$ cat src/rtl/lsx_pkg.sv
// Shared encodings for the load/store address and extension unit.
// Assumes a 64-bit datapath and 32-bit instruction words.
package lsx_pkg;
    localparam logic [6:0] OPC_LOAD  = 7'b0000011;
    localparam logic [6:0] OPC_STORE = 7'b0100011;
    localparam logic [2:0] F3_WORD   = 3'b010;
    localparam logic [2:0] F3_WORDU  = 3'b110;
    localparam logic [2:0] F3_DWORD  = 3'b011;
    localparam int         WORD_W    = 32;
    localparam int         WORD_BYTES = WORD_W / 8;

    typedef enum logic [1:0] {
        LK_WORD_S = 2'd0,
        LK_WORD_U = 2'd1,
        LK_DWORD  = 2'd2
    } ld_kind_e;
endpackage

$ cat src/rtl/lsx_imm.sv
// Immediate builder: picks the load (contiguous) or store (split) layout
// and sign-extends the 12-bit value to the datapath width.
// Assumes a 32-bit instruction word; purely combinational.
module lsx_imm #(
    parameter int XLEN  = 64,
    parameter int IMM_W = 12
) (
    input  logic [31:0]     instr,
    input  logic            store_fmt,
    output logic [XLEN-1:0] imm
);
    localparam int LO_W = 5;
    localparam int HI_W = IMM_W - LO_W;

    logic [HI_W-1:0]  hi_part;
    logic [LO_W-1:0]  lo_part;
    logic [IMM_W-1:0] raw;

    // Select the fields for the active layout and replicate the sign bit.
    always_comb begin
        hi_part = instr[31 -: HI_W];
        lo_part = store_fmt ? instr[11:7] : instr[24:20];
        raw     = {hi_part, lo_part};
        imm     = {{(XLEN-IMM_W){raw[IMM_W-1]}}, raw};
    end
endmodule

$ cat src/rtl/lsx_agen.sv
// Address generator: adds base and offset, forms the lane mask and places
// store data in its half of the 8-byte row. Assumes naturally aligned accesses.
module lsx_agen #(
    parameter int XLEN = 64
) (
    input  logic [XLEN-1:0]   base,
    input  logic [XLEN-1:0]   imm,
    input  logic              dword,
    input  logic [XLEN-1:0]   src,
    output logic [XLEN-1:0]   addr,
    output logic [XLEN/8-1:0] be,
    output logic [XLEN-1:0]   wdata
);
    import lsx_pkg::*;
    localparam int BYTES    = XLEN / 8;
    localparam int HALVES   = XLEN / WORD_W;
    localparam int LANE_BIT = $clog2(WORD_BYTES);
    localparam logic [BYTES-1:0] LO_MASK = {{(BYTES/2){1'b0}}, {(BYTES/2){1'b1}}};

    // Two's-complement effective address.
    assign addr = base + imm;

    // Lane mask for a full row or one half of it.
    always_comb begin
        if (dword)               be = '1;
        else if (addr[LANE_BIT]) be = ~LO_MASK;
        else                     be = LO_MASK;
    end

    // Store data per half: the whole source, or its low word in the addressed half.
    for (genvar g = 0; g < HALVES; g++) begin : g_half
        assign wdata[g*WORD_W +: WORD_W] =
            dword                          ? src[g*WORD_W +: WORD_W] :
            (addr[LANE_BIT] == 1'(g))      ? src[WORD_W-1:0]         :
                                             '0;
    end
endmodule

$ cat src/rtl/lsx_ldext.sv
// Load extender: takes the returned 8-byte row, selects the addressed half
// for 32-bit loads and extends it by sign or zero. Purely combinational.
module lsx_ldext #(
    parameter int XLEN = 64
) (
    input  logic [XLEN-1:0]  rdata,
    input  lsx_pkg::ld_kind_e kind,
    input  logic             hi,
    output logic [XLEN-1:0]  data
);
    import lsx_pkg::*;
    logic [WORD_W-1:0] word;

    // Pick the half, then extend according to the load kind.
    always_comb begin
        word = hi ? rdata[2*WORD_W-1:WORD_W] : rdata[WORD_W-1:0];
        unique case (kind)
            LK_DWORD:  data = rdata;
            LK_WORD_U: data = {{(XLEN-WORD_W){1'b0}}, word};
            default:   data = {{(XLEN-WORD_W){word[WORD_W-1]}}, word};
        endcase
    end
endmodule

$ cat src/rtl/lsx_unit.sv
// Load/store address and extension unit. Decodes load/store encodings,
// registers the memory request one clock after the input, and registers the
// extended load result one clock after the memory response.
// Assumes at most one load outstanding and aligned addresses.
module lsx_unit #(
    parameter int XLEN  = 64,
    parameter int IMM_W = 12
) (
    input  logic              clk,
    input  logic              rst_n,
    input  logic              req_valid,
    input  logic [31:0]       req_instr,
    input  logic [XLEN-1:0]   req_base,
    input  logic [XLEN-1:0]   req_src,
    output logic              mem_ld_valid,
    output logic              mem_st_valid,
    output logic [XLEN-1:0]   mem_addr,
    output logic              mem_dword,
    output logic [XLEN/8-1:0] mem_byte_en,
    output logic [XLEN-1:0]   mem_wdata,
    input  logic              rsp_valid,
    input  logic [XLEN-1:0]   rsp_rdata,
    output logic              wb_valid,
    output logic [4:0]        wb_rd,
    output logic [XLEN-1:0]   wb_data
);
    import lsx_pkg::*;
    localparam int BYTES    = XLEN / 8;
    localparam int LANE_BIT = $clog2(WORD_BYTES);

    logic [6:0]        opc;
    logic [2:0]        f3;
    logic              is_ld, is_st, is_dw;
    ld_kind_e          kind_c;
    logic [XLEN-1:0]   imm_c, addr_c, wdata_c, ext_c;
    logic [BYTES-1:0]  be_c;
    ld_kind_e          pend_kind;
    logic              pend_hi;
    logic [4:0]        pend_rd;
    wire               unused_rs1 = ^req_instr[19:15];

    // Classify the request and the load kind.
    always_comb begin
        opc   = req_instr[6:0];
        f3    = req_instr[14:12];
        is_ld = (opc == OPC_LOAD) && (f3 == F3_WORD || f3 == F3_WORDU || f3 == F3_DWORD);
        is_st = (opc == OPC_STORE) && (f3 == F3_WORD || f3 == F3_DWORD);
        is_dw = (f3 == F3_DWORD);
        if (f3 == F3_DWORD)      kind_c = LK_DWORD;
        else if (f3 == F3_WORDU) kind_c = LK_WORD_U;
        else                     kind_c = LK_WORD_S;
    end

    lsx_imm #(.XLEN(XLEN), .IMM_W(IMM_W)) u_imm (
        .instr     (req_instr),
        .store_fmt (opc == OPC_STORE),
        .imm       (imm_c)
    );

    lsx_agen #(.XLEN(XLEN)) u_agen (
        .base  (req_base),
        .imm   (imm_c),
        .dword (is_dw),
        .src   (req_src),
        .addr  (addr_c),
        .be    (be_c),
        .wdata (wdata_c)
    );

    lsx_ldext #(.XLEN(XLEN)) u_ext (
        .rdata (rsp_rdata),
        .kind  (pend_kind),
        .hi    (pend_hi),
        .data  (ext_c)
    );

    // Request stage: register the memory request for one clock.
    always_ff @(posedge clk) begin
        if (!rst_n) begin
            mem_ld_valid <= 1'b0;
            mem_st_valid <= 1'b0;
            mem_addr     <= '0;
            mem_dword    <= 1'b0;
            mem_byte_en  <= '0;
            mem_wdata    <= '0;
        end else begin
            mem_ld_valid <= req_valid && is_ld;
            mem_st_valid <= req_valid && is_st;
            if (req_valid && (is_ld || is_st)) begin
                mem_addr    <= addr_c;
                mem_dword   <= is_dw;
                mem_byte_en <= be_c;
                mem_wdata   <= is_st ? wdata_c : '0;
            end
        end
    end

    // Remember kind, lane and destination of the outstanding load.
    always_ff @(posedge clk) begin
        if (!rst_n) begin
            pend_kind <= LK_WORD_S;
            pend_hi   <= 1'b0;
            pend_rd   <= '0;
        end else if (req_valid && is_ld) begin
            pend_kind <= kind_c;
            pend_hi   <= addr_c[LANE_BIT];
            pend_rd   <= req_instr[11:7];
        end
    end

    // Writeback stage: register the extended load result.
    always_ff @(posedge clk) begin
        if (!rst_n) begin
            wb_valid <= 1'b0;
            wb_rd    <= '0;
            wb_data  <= '0;
        end else begin
            wb_valid <= rsp_valid;
            if (rsp_valid) begin
                wb_rd   <= pend_rd;
                wb_data <= ext_c;
            end
        end
    end
endmodule

$ cat config.mk
export PLATFORM = sky130hd
export DESIGN_NAME = lsx_unit
export DESIGN_NICKNAME = d
export VERILOG_FILES = /design/src/rtl/lsx_pkg.sv /design/src/rtl/lsx_imm.sv /design/src/rtl/lsx_agen.sv /design/src/rtl/lsx_ldext.sv /design/src/rtl/lsx_unit.sv
export SDC_FILE = /design/constraint.sdc
export NUM_CORES = 1
export LEC_CHECK = 0
export BUFFER_PORTS_ARGS = -buffer_cell sky130_fd_sc_hd__buf_2
export CAP_MARGIN = 20
export CORE_ASPECT_RATIO = 0.7
export CORE_MARGIN = 3
export CORE_UTILIZATION = 39
export DETAILED_ROUTE_END_ITERATION = 8
export PLACE_DENSITY = 0.65
export SLEW_MARGIN = 25
export SYNTH_ARGS = -nofsm -noshare
export SYNTH_HDL_FRONTEND = slang
export SYNTH_SLANG_ARGS = --single-unit
$ cat constraint.sdc
create_clock -name clk -period 9.9 [get_ports clk]
set_clock_uncertainty 0.2 [all_clocks]
set_input_delay 1.485 -clock clk [delete_from_list [all_inputs] [get_ports clk]]
set_output_delay 1.485 -clock clk [all_outputs]
set_load 0.01 [all_outputs]
After elaboration in Yosys (flattened, before gate mapping)
Cells that the tools add are included.
{"block": "word_totals", "register_bits": 217, "wordCells": 41}
{"block": "classes", "n_addsub": 1, "n_eq_ne": 7, "muxes": 12, "reduce_logical": 9}
{"cell": "$mux 32", "count": 5}
{"cell": "$pmux 64 s2", "count": 1}
{"cell": "$add 64x64->64", "count": 1}
{"cell": "$mux 64", "count": 1}
{"cell": "$mux 8", "count": 2}
{"cell": "$eq 7x2->1 const B", "count": 1}
{"cell": "$eq 7x6->1 const B", "count": 1}
{"cell": "$eq 3x2->1 const B", "count": 2}
{"cell": "$logic_and 1x1->1", "count": 5}
{"cell": "$mux 5", "count": 1}
{"cell": "$logic_or 1x1->1", "count": 4}
{"cell": "$eq 3x3->1 const B", "count": 1}
{"cell": "$eq 2x1->1 const B", "count": 1}
{"cell": "$eq 2x2->1 const B", "count": 1}
{"cell": "$mux 2", "count": 1}
{"cell": "$mux 1", "count": 1}

Logic depth before layout (Yosys ltp)
Gate-level depths: netlist of the first run.
{"block": "depth", "ltp_word": 6, "mapped_depth": 16}

Modules after synthesis
A second synthesis of the first run with hierarchy kept.
{"block": "hier_totals", "hier_cells": 1674, "hier_area_um2": 14164.8}
{"module": "lsx_unit", "instances": 1, "cells_per_inst": 775, "area_per_inst_um2": 7941.4, "seq_area_each_um2": 4344.2}
{"module": "lsx_agen", "instances": 1, "cells_per_inst": 710, "area_per_inst_um2": 4570.6, "seq_area_each_um2": 0.0}
{"module": "lsx_ldext", "instances": 1, "cells_per_inst": 125, "area_per_inst_um2": 1153.6, "seq_area_each_um2": 0.0}
{"module": "lsx_imm", "instances": 1, "cells_per_inst": 64, "area_per_inst_um2": 499.2, "seq_area_each_um2": 0.0}

Worst setup path after synthesis of the first run
OpenSTA, ideal clock, no wires.
{"block": "synth_path", "path_kind": "input port to flip-flop", "startpoint": "input req_instr[3]", "endpoint": "register mem_addr[62]", "arrival_time_ps": 4700, "required_ps": 9637, "path_slack_ps": 4937, "path_stages": 16, "path_cell_list": "nor4_1 -> and3_1 -> nand2_1 -> mux2_2 -> ha_1 -> inv_1 -> fa_1 -> nor2b_1 -> o2111a_1 -> o211ai_2 -> a2111oi_4 -> o211ai_2 -> a211oi_2 -> o21ai_1 -> a2111oi_2 -> nand3b_1"}
{"block": "synth_via", "elab_chain_len": 4, "word_cells_on_any_way": 8, "classes_between": "add/sub: 1; eq/ne: 2; mux: 1; reduce/logical: 4"}
{"item": "from (decl)", "line_no": "lsx_unit.sv:12", "source": "input logic [31:0] req_instr,"}
{"item": "parallel branches: the longest is 4 deep, another holds $add 64x64->64"}
{"item": "to (signal assigned)", "line_no": "lsx_unit.sv:90", "source": "mem_addr <= addr_c;"}
{"item": "to (decl)", "line_no": "lsx_unit.sv:17", "source": "output logic [XLEN-1:0] mem_addr,"}
Parallel ways; which one is timed is not known.
A chain may end at the register's enable or synchronous reset.

Worst setup path in the final report of the first run
{"block": "layout_path", "startpoint": "input req_instr[3]", "endpoint": "register mem_addr[58]"}
The elaborated chain is that of the path after synthesis.

==> run metrics, run 1 <==
Yosys cell types=81; Syn Inst Count=1553; Bufs on Longest Clock Path=3; Die X=216 um; RSZ-0062 raised after global routing=no; Critical Path Sink Type=register; Die Y=153 um; number of antenna violations at the first check in global routing=10; first-pass GRT wire length=66900 um; fin crit period=5.35 ns; fin nets=2195; wire per inst=18.5 um; WS Path Type=in -> reg; Post-synth EDFFs=0; CP required=10.15 ns; # H-tree levels=1; max_slew headroom=35.2%; Skew-Pair Late Insertion Delay=0.54 ns; num ports=437; Seq cells post-synth=211; drt drc=0; Synth warnings=0; critical path data arrival time=5.60 ns; setup bufs post-CTS=0; CTS Sinks=211; Clk pin slew, worst setup/hold paths=0.06 ns; Pleak=6.80 nW; row cnt=53; Post-synth ARST share=0%; CTS tree=yes; layout cells sized above 1=27.8%; area of the core=30300 um2; Vias/cell=5.49; CP Launch Type=primary input; outcome=complete, no violations; crit path max fanout=5; syn_area_per_cell=7.79 um2; global-route congestion overflow total=0; critical path startpoint=req_instr[3]; number of CTS-inserted buffers=24; root buf cell=clkbuf_16; Hold Crit Class=reg -> reg; Main synth FF type=dfxtp_1; First-pass DRT Iterations=5; vias in the first global route=12145; largest net degree at the start of global routing=109; Port Buffers=431; Post-Synthesis Net Count=1847; RePlAce Congestion=0.900; Worst-Margin Slew=0.972 ns; post-synthesis sequential area ratio=34.9%; Setup WS pre-CTS=4.14 ns; Layout Utilization=50.0%; final worst setup slack=4.55 ns; hold wc startpoint=mem_addr[48]; Post-Syn Area=12100 um2; Period Utilization, post-route=54.0%; CTS hold repair buffers=0; Post-DRT Antenna Nets=0; Initial DRC Count=897; Area growth, synth to finish=25.3%; Max Cap Violations=0; final setup fails=0; Fmax achieved=0.187 GHz; maximum vdd drop=126 uV; die area=33200 um2; Post-Route WL=43300 um; starting utilization of the core area=39.9%; final hold vios=0; TNS Setup=0 ns; DP Wirelength=31400 um; pwr dens=147 nW/um2; r2r startpoint=pend_kind[0]; fin. max-slew vios=0; gr usage total=24.7%; post-CTS sizing=0; DR vias=12823
[synth_stat cells (all sizes together), types with 3 or more instances]
cell	number	area share [%]
a2111oi	4	0.50
a211oi	47	3.0
a21boi	4	0.25
a21o	30	1.9
a21oi	212	8.8
a221oi	3	0.32
a22oi	64	4.0
a31o	3	0.22
a31oi	9	0.47
and2	9	0.48
and3	15	0.82
buf	28	1.5
clkbuf	95	3.2
dfxtp	211	35
ha	65	6.7
inv	19	0.59
mux2	7	0.65
mux2i	17	1.4
nand2	181	5.7
nand3	76	3.1
nand3b	4	0.25
nand4	17	0.88
nand4b	4	0.29
nor2	153	4.8
nor2b	8	0.41
nor3	46	2.0
nor4	7	0.49
o211ai	13	0.89
o21a	7	0.43
o21ai	92	3.8
o21bai	8	0.50
o31ai	9	0.64
or2	7	0.36
or3	7	0.37
xnor2	23	1.7
xor2	22	1.6
[worst max-delay path: stages]
cell and delay, ns:
buf_2 0.09, nor4_1 0.30, and3_1 0.26, nand2_1 0.20, mux2_2 0.28, ha_1 0.15
inv_1 0.06, fa_1 0.39, nor2b_1 0.18, o2111a_1 0.25, o211ai_2 0.15, a2111oi_4 0.54
o211ai_2 0.18, a211oi_2 0.41, o21ai_0 0.24, nor3b_1 0.19, o31ai_1 0.21
[layout make-up]
type,count,area [um2]
clock buffer,33,706
multi-input combinational,1200,7260
clock inverter,9,82.6
tap,412,515
inverter,19,76.3
antenna,8,20.0
fill,3021,15200
timing repair buffer,445,2270
sequential,211,4220
[kinds of logic after synthesis]
| group | count (synthesis) | synth area share, % |
|---|---|---|
| DFF | 211 | 34.9 |
| AOI/OAI and AO/OA | 519 | 26.7 |
| buffers and inverters | 142 | 5.31 |
| xor gates and xnor gates | 45 | 3.26 |
| adders and majority gates | 66 | 6.89 |
| muxes | 24 | 2.06 |
| and+or+nand+nor | 546 | 20.8 |
[worst paths after layout]
path             endpoint  slack (ns)  cells after the start
min reg2reg  mem_addr[48]        0.25                      2
max          mem_addr[58]        4.55                     17
min          mem_addr[48]        0.25                      2
max reg2reg    wb_data[2]        7.34                      8
[report_power, final]
part           internal [mW]  switching (mW)
Clock                  0.524           0.383
Combinational          0.170           0.267
Sequential             0.868         0.00863
[metrics by stage]
step / std cells / power, mW / instance area (um2) / hold WS (ns)
3_3_place_gp: 2287 / 1.32 / 14300 / 0.236
3_5_place_dp: 2287 / 1.32 / 14300 / 0.241
5_1_grt: 2333 / 2.33 / 15100 / 0.260
4_1_cts: 2329 / 2.24 / 15100 / 0.254
6_report: 2337 / 2.22 / 15200 / 0.251
2_1_floorplan: 1553 / 1.18 / 12100 / 0.263
[cell usage in the layout, fill, tap and decap left out, drive strengths merged, types with 47 or more instances in the layout]
master,n
ha,65
nand3,76
a22oi,64
buf,445
dfxtp,211
a211oi,47
a21oi,212
nand2,181
o21ai,92
nor2,153
[state kept, by name, indices dropped and copies added, names as in the netlist]
signal        cells
mem_byte_en       2
pend_hi           1
wb_data          64
mem_ld_valid      1
pend_kind         2
pend_rd           5
wb_valid          1
wb_rd             5
mem_dword         1
mem_wdata        64
mem_addr         64
mem_st_valid      1
[routing by layer]
layer	wire, um	vias to the layer above	track usage (%)
li1	-	6331	-
met1	19400	5959	33.5
met2	18900	449	38.8
met3	3720	74	6.94
met4	1090	10	6.09
met5	68	-	0
(Power assumes the default switching activity.)
==> inputs of run 2 (changes only) <==
--- a/config.mk
+++ b/config.mk
@@ -5,13 +5,14 @@
 export SDC_FILE = /design/constraint.sdc
 export NUM_CORES = 1
 export LEC_CHECK = 0
+export ABC_AREA = 1
 export BUFFER_PORTS_ARGS = -buffer_cell sky130_fd_sc_hd__buf_2
 export CAP_MARGIN = 20
 export CORE_ASPECT_RATIO = 0.7
 export CORE_MARGIN = 3
 export CORE_UTILIZATION = 39
 export DETAILED_ROUTE_END_ITERATION = 8
-export PLACE_DENSITY = 0.65
+export PLACE_DENSITY = 0.66
 export SLEW_MARGIN = 25
 export SYNTH_ARGS = -nofsm -noshare
 export SYNTH_HDL_FRONTEND = slang
==> constraint.sdc (replaced) <==
create_clock -name clk -period 4.5 [get_ports clk]
set_clock_uncertainty 0.2 [all_clocks]
set_input_delay 0.675 -clock clk [delete_from_list [all_inputs] [get_ports clk]]
set_output_delay 0.675 -clock clk [all_outputs]
set_load 0.01 [all_outputs]
==> run 2 against run 1 <==
Compared with the run above: cell count increased by 42%; clock power increased by 120%; critical endpoint is now mem_addr[44]; total power increased by 130%; largest cell class unchanged; cell area increased by 17%; critical path type unchanged; highest routed layer unchanged; clock-buffer cell count decreased by 2; critical path depth increased by 1; non-clock buffer count increased by 2.
==> run metrics, run 2 <==
outcome=complete, no violations; Area growth, synth to finish=22.5%; Die X=236 um; max_slew headroom=31.2%; crit path max fanout=8; row cnt=58; DR vias=16670; fin nets=3110; RePlAce Congestion=0.967; DP Wirelength=43500 um; hold path endpoint=wb_data[19]; CTS Sinks=211; Post-Synthesis Net Count=2741; num ports=437; largest net degree at the start of global routing=110; top cells by area, synth=dfxtp_1 (29%), nand2_1 (21%), inv_1 (12%), a21oi_1 (7.7%), ha_1 (5.6%); dpl cell area=16900 um2; most common cell in the netlist=nand2_1; Worst-Margin Slew=1.03 ns; RSZ-0062 raised after global routing=no; # H-tree levels=1; RR Endpoint=wb_data[39]; Clk pin slew, worst setup/hold paths=0.07 ns; hold wc startpoint=rsp_rdata[19]; number of CTS-inserted buffers=24; pwr dens=289 nW/um2; Period Utilization, post-route=77.9%; gr usage total=26.8%; root buf cell=clkbuf_16; vias in the first global route=15242; Yosys top cell by area=dfxtp_1; fin. max-slew vios=0; drt drc=0; CTS hold repair buffers=0; Post-synth EDFFs=0; Post-Syn Area=14400 um2; die area=39400 um2; Post-Route WL=55400 um; FF-to-FF path depth=3; Synth top area share=29.3%; Yosys cell types=36; Port Buffers=431; Critical path buffers and inverters=3; Seq cells post-synth=211; critical path data arrival time=3.73 ns; setup bufs post-CTS=0; hold depth=3; layout cells sized above 1=17.8%; TNS Setup=0 ns; final hold vios=0; maximum vdd drop=279 uV; biggest regs=mem_addr x64, mem_wdata x64, wb_data x64; Main synth FF type=dfxtp_1; CTS tree=yes; CP required=4.72 ns; Vias/cell=5.03; Max Cap Violations=0; first-pass GRT wire length=85200 um; Fill cells=3910; area of the core=36200 um2; most frequent cells in the layout=nand2_1 (802), inv_1 (442), buf_2 (430), a21oi_1 (222), dfxtp_1 (211); final setup fails=0; Hold Crit Class=in -> reg; CP max stage cell=fa_1; Pleak=10.4 nW; Post-synth ARST share=0%; Bufs on Longest Clock Path=3; Initial DRC Count=1505; Synth warnings=0; commonest non-fill, non-tap cell in the layout=nand2_1; Worst R2R Setup Slack=2.33 ns; Post-synth top cells=nand2_1 (803), inv_1 (444), a21oi_1 (222); Fmax achieved=0.285 GHz; syn_area_per_cell=5.90 um2; number of antenna violations at the first check in global routing=10; First-pass DRT Iterations=6; post-CTS sizing=0; Die Y=167 um; r2r startpoint=pend_hi; WS Path Type=in -> reg; global-route congestion overflow total=0; Post-DRT Antenna Nets=0; CP Launch Type=primary input; Critical Path Sink Type=register; CP delay by family, top=simple AND/OR/NAND/NOR gates; CP cell instances=buf_2 > or2_4 > nor2_4 > nand4_4 > o21ai_0 > inv_1 > fa_1 > nor2_1 > or2_2 > nand2_1 > nand2_1 > nand2_1 > nand2_1 > nand2_1 > nand3_1 > nand3_1 > nand2_1 > inv_1; post-synthesis sequential area ratio=29.3%; Skew-Pair Late Insertion Delay=0.53 ns; wire per inst=16.7 um; starting utilization of the core area=39.9%; fin crit period=3.51 ns; slowest stage delay, CP=0.49 ns; fin area=17700 um2; cell mode on critical path=nand2_1; Syn Inst Count=2447
==> run 2: changes by cell type after synthesis, moves of 23 or more <==
cell / previous run / this run
a211oi_1: 46 / 0
nor2_1: 152 / 125
nand3_1: 76 / 155
a31oi_1: 9 / 32
o21ai_0: 77 / 145
o21ai_1: 15 / 46
a21o_1: 28 / 0
a22oi_1: 64 / 0
nor3_1: 45 / 19
inv_1: 19 / 444
nand2_1: 177 / 803
==> run 2: power by group <==
part	internal [mW]	switching, mW
clock	1.15	0.850
sequential	1.91	0.0217
combinational	0.405	0.779
==> run 2: per-layer routing <==
layer	wire length [um]	global-route usage [%]	vias to the layer above
li1	-	-	8396
met1	26500	39.6	7508
met2	22400	38.4	647
met3	4730	6.03	113
met4	1740	8.48	6
met5	44	0	-
==> run 2: final cells by class <==
cell class                      instances  area, um2  share of cell area (%)
Timing Repair Buffer                  447       2300                    13.0
Antenna cell                            7       17.5                  0.0991
Sequential cell                       211       4220                    23.9
Multi-Input combinational cell       1685       8070                    45.6
Clock buffer                           31        698                    3.95
Clock inverter                          9       86.3                   0.488
Inverter                              447       1680                    9.49
Tap cell                              480        601                    3.40
==> run 2: worst max-delay path by stage <==
stage                             from             end  slack (ns)  cells past startpoint
after global placement    req_instr[4]    mem_addr[56]        0.57                     20
after floorplan           req_instr[4]  mem_byte_en[3]        1.20                     14
final                     req_instr[4]    mem_addr[44]        0.99                     18
after CTS                 req_instr[4]    mem_addr[44]        1.08                     18
after global routing      req_instr[4]    mem_addr[44]        0.82                     18
after detailed placement  req_instr[4]    mem_addr[44]        0.52                     18
==> run 2: kinds of logic after synthesis <==
logic type	count (synthesis)	synth area share [%]
xor gates and xnor gates	30	1.82
AOI/OAI and AO/OA	464	16.7
DFF	211	29.3
adders and majority gates	66	5.77
buffers and inverters	551	15.0
and+or+nand+nor	1125	31.4
==> run 2: stage by stage <==
step | total power [mW] | util (%) | hold slack [ns] | setup WS, ns | instances
4_1_cts | 5.15 | 48.8 | 0.163 | 1.08 | 3310
2_1_floorplan | 2.71 | - | 0.230 | 1.20 | 2447
3_5_place_dp | 3.14 | 46.6 | 0.248 | 0.516 | 3270
6_report | 5.12 | 48.8 | 0.194 | 0.993 | 3317
3_3_place_gp | 3.13 | 46.6 | 0.242 | 0.573 | 3270
5_1_grt | 5.40 | 48.8 | 0.185 | 0.815 | 3317
==> run 2: worst reg2reg max path, delay by kind of cell, from the launching register on <==
family | cells | cell delay (ns)
flip-flops | 1 | 0.74
AND/OR/NAND/NOR | 1 | 0.59
AO/OA/AOI/OAI | 2 | 0.48
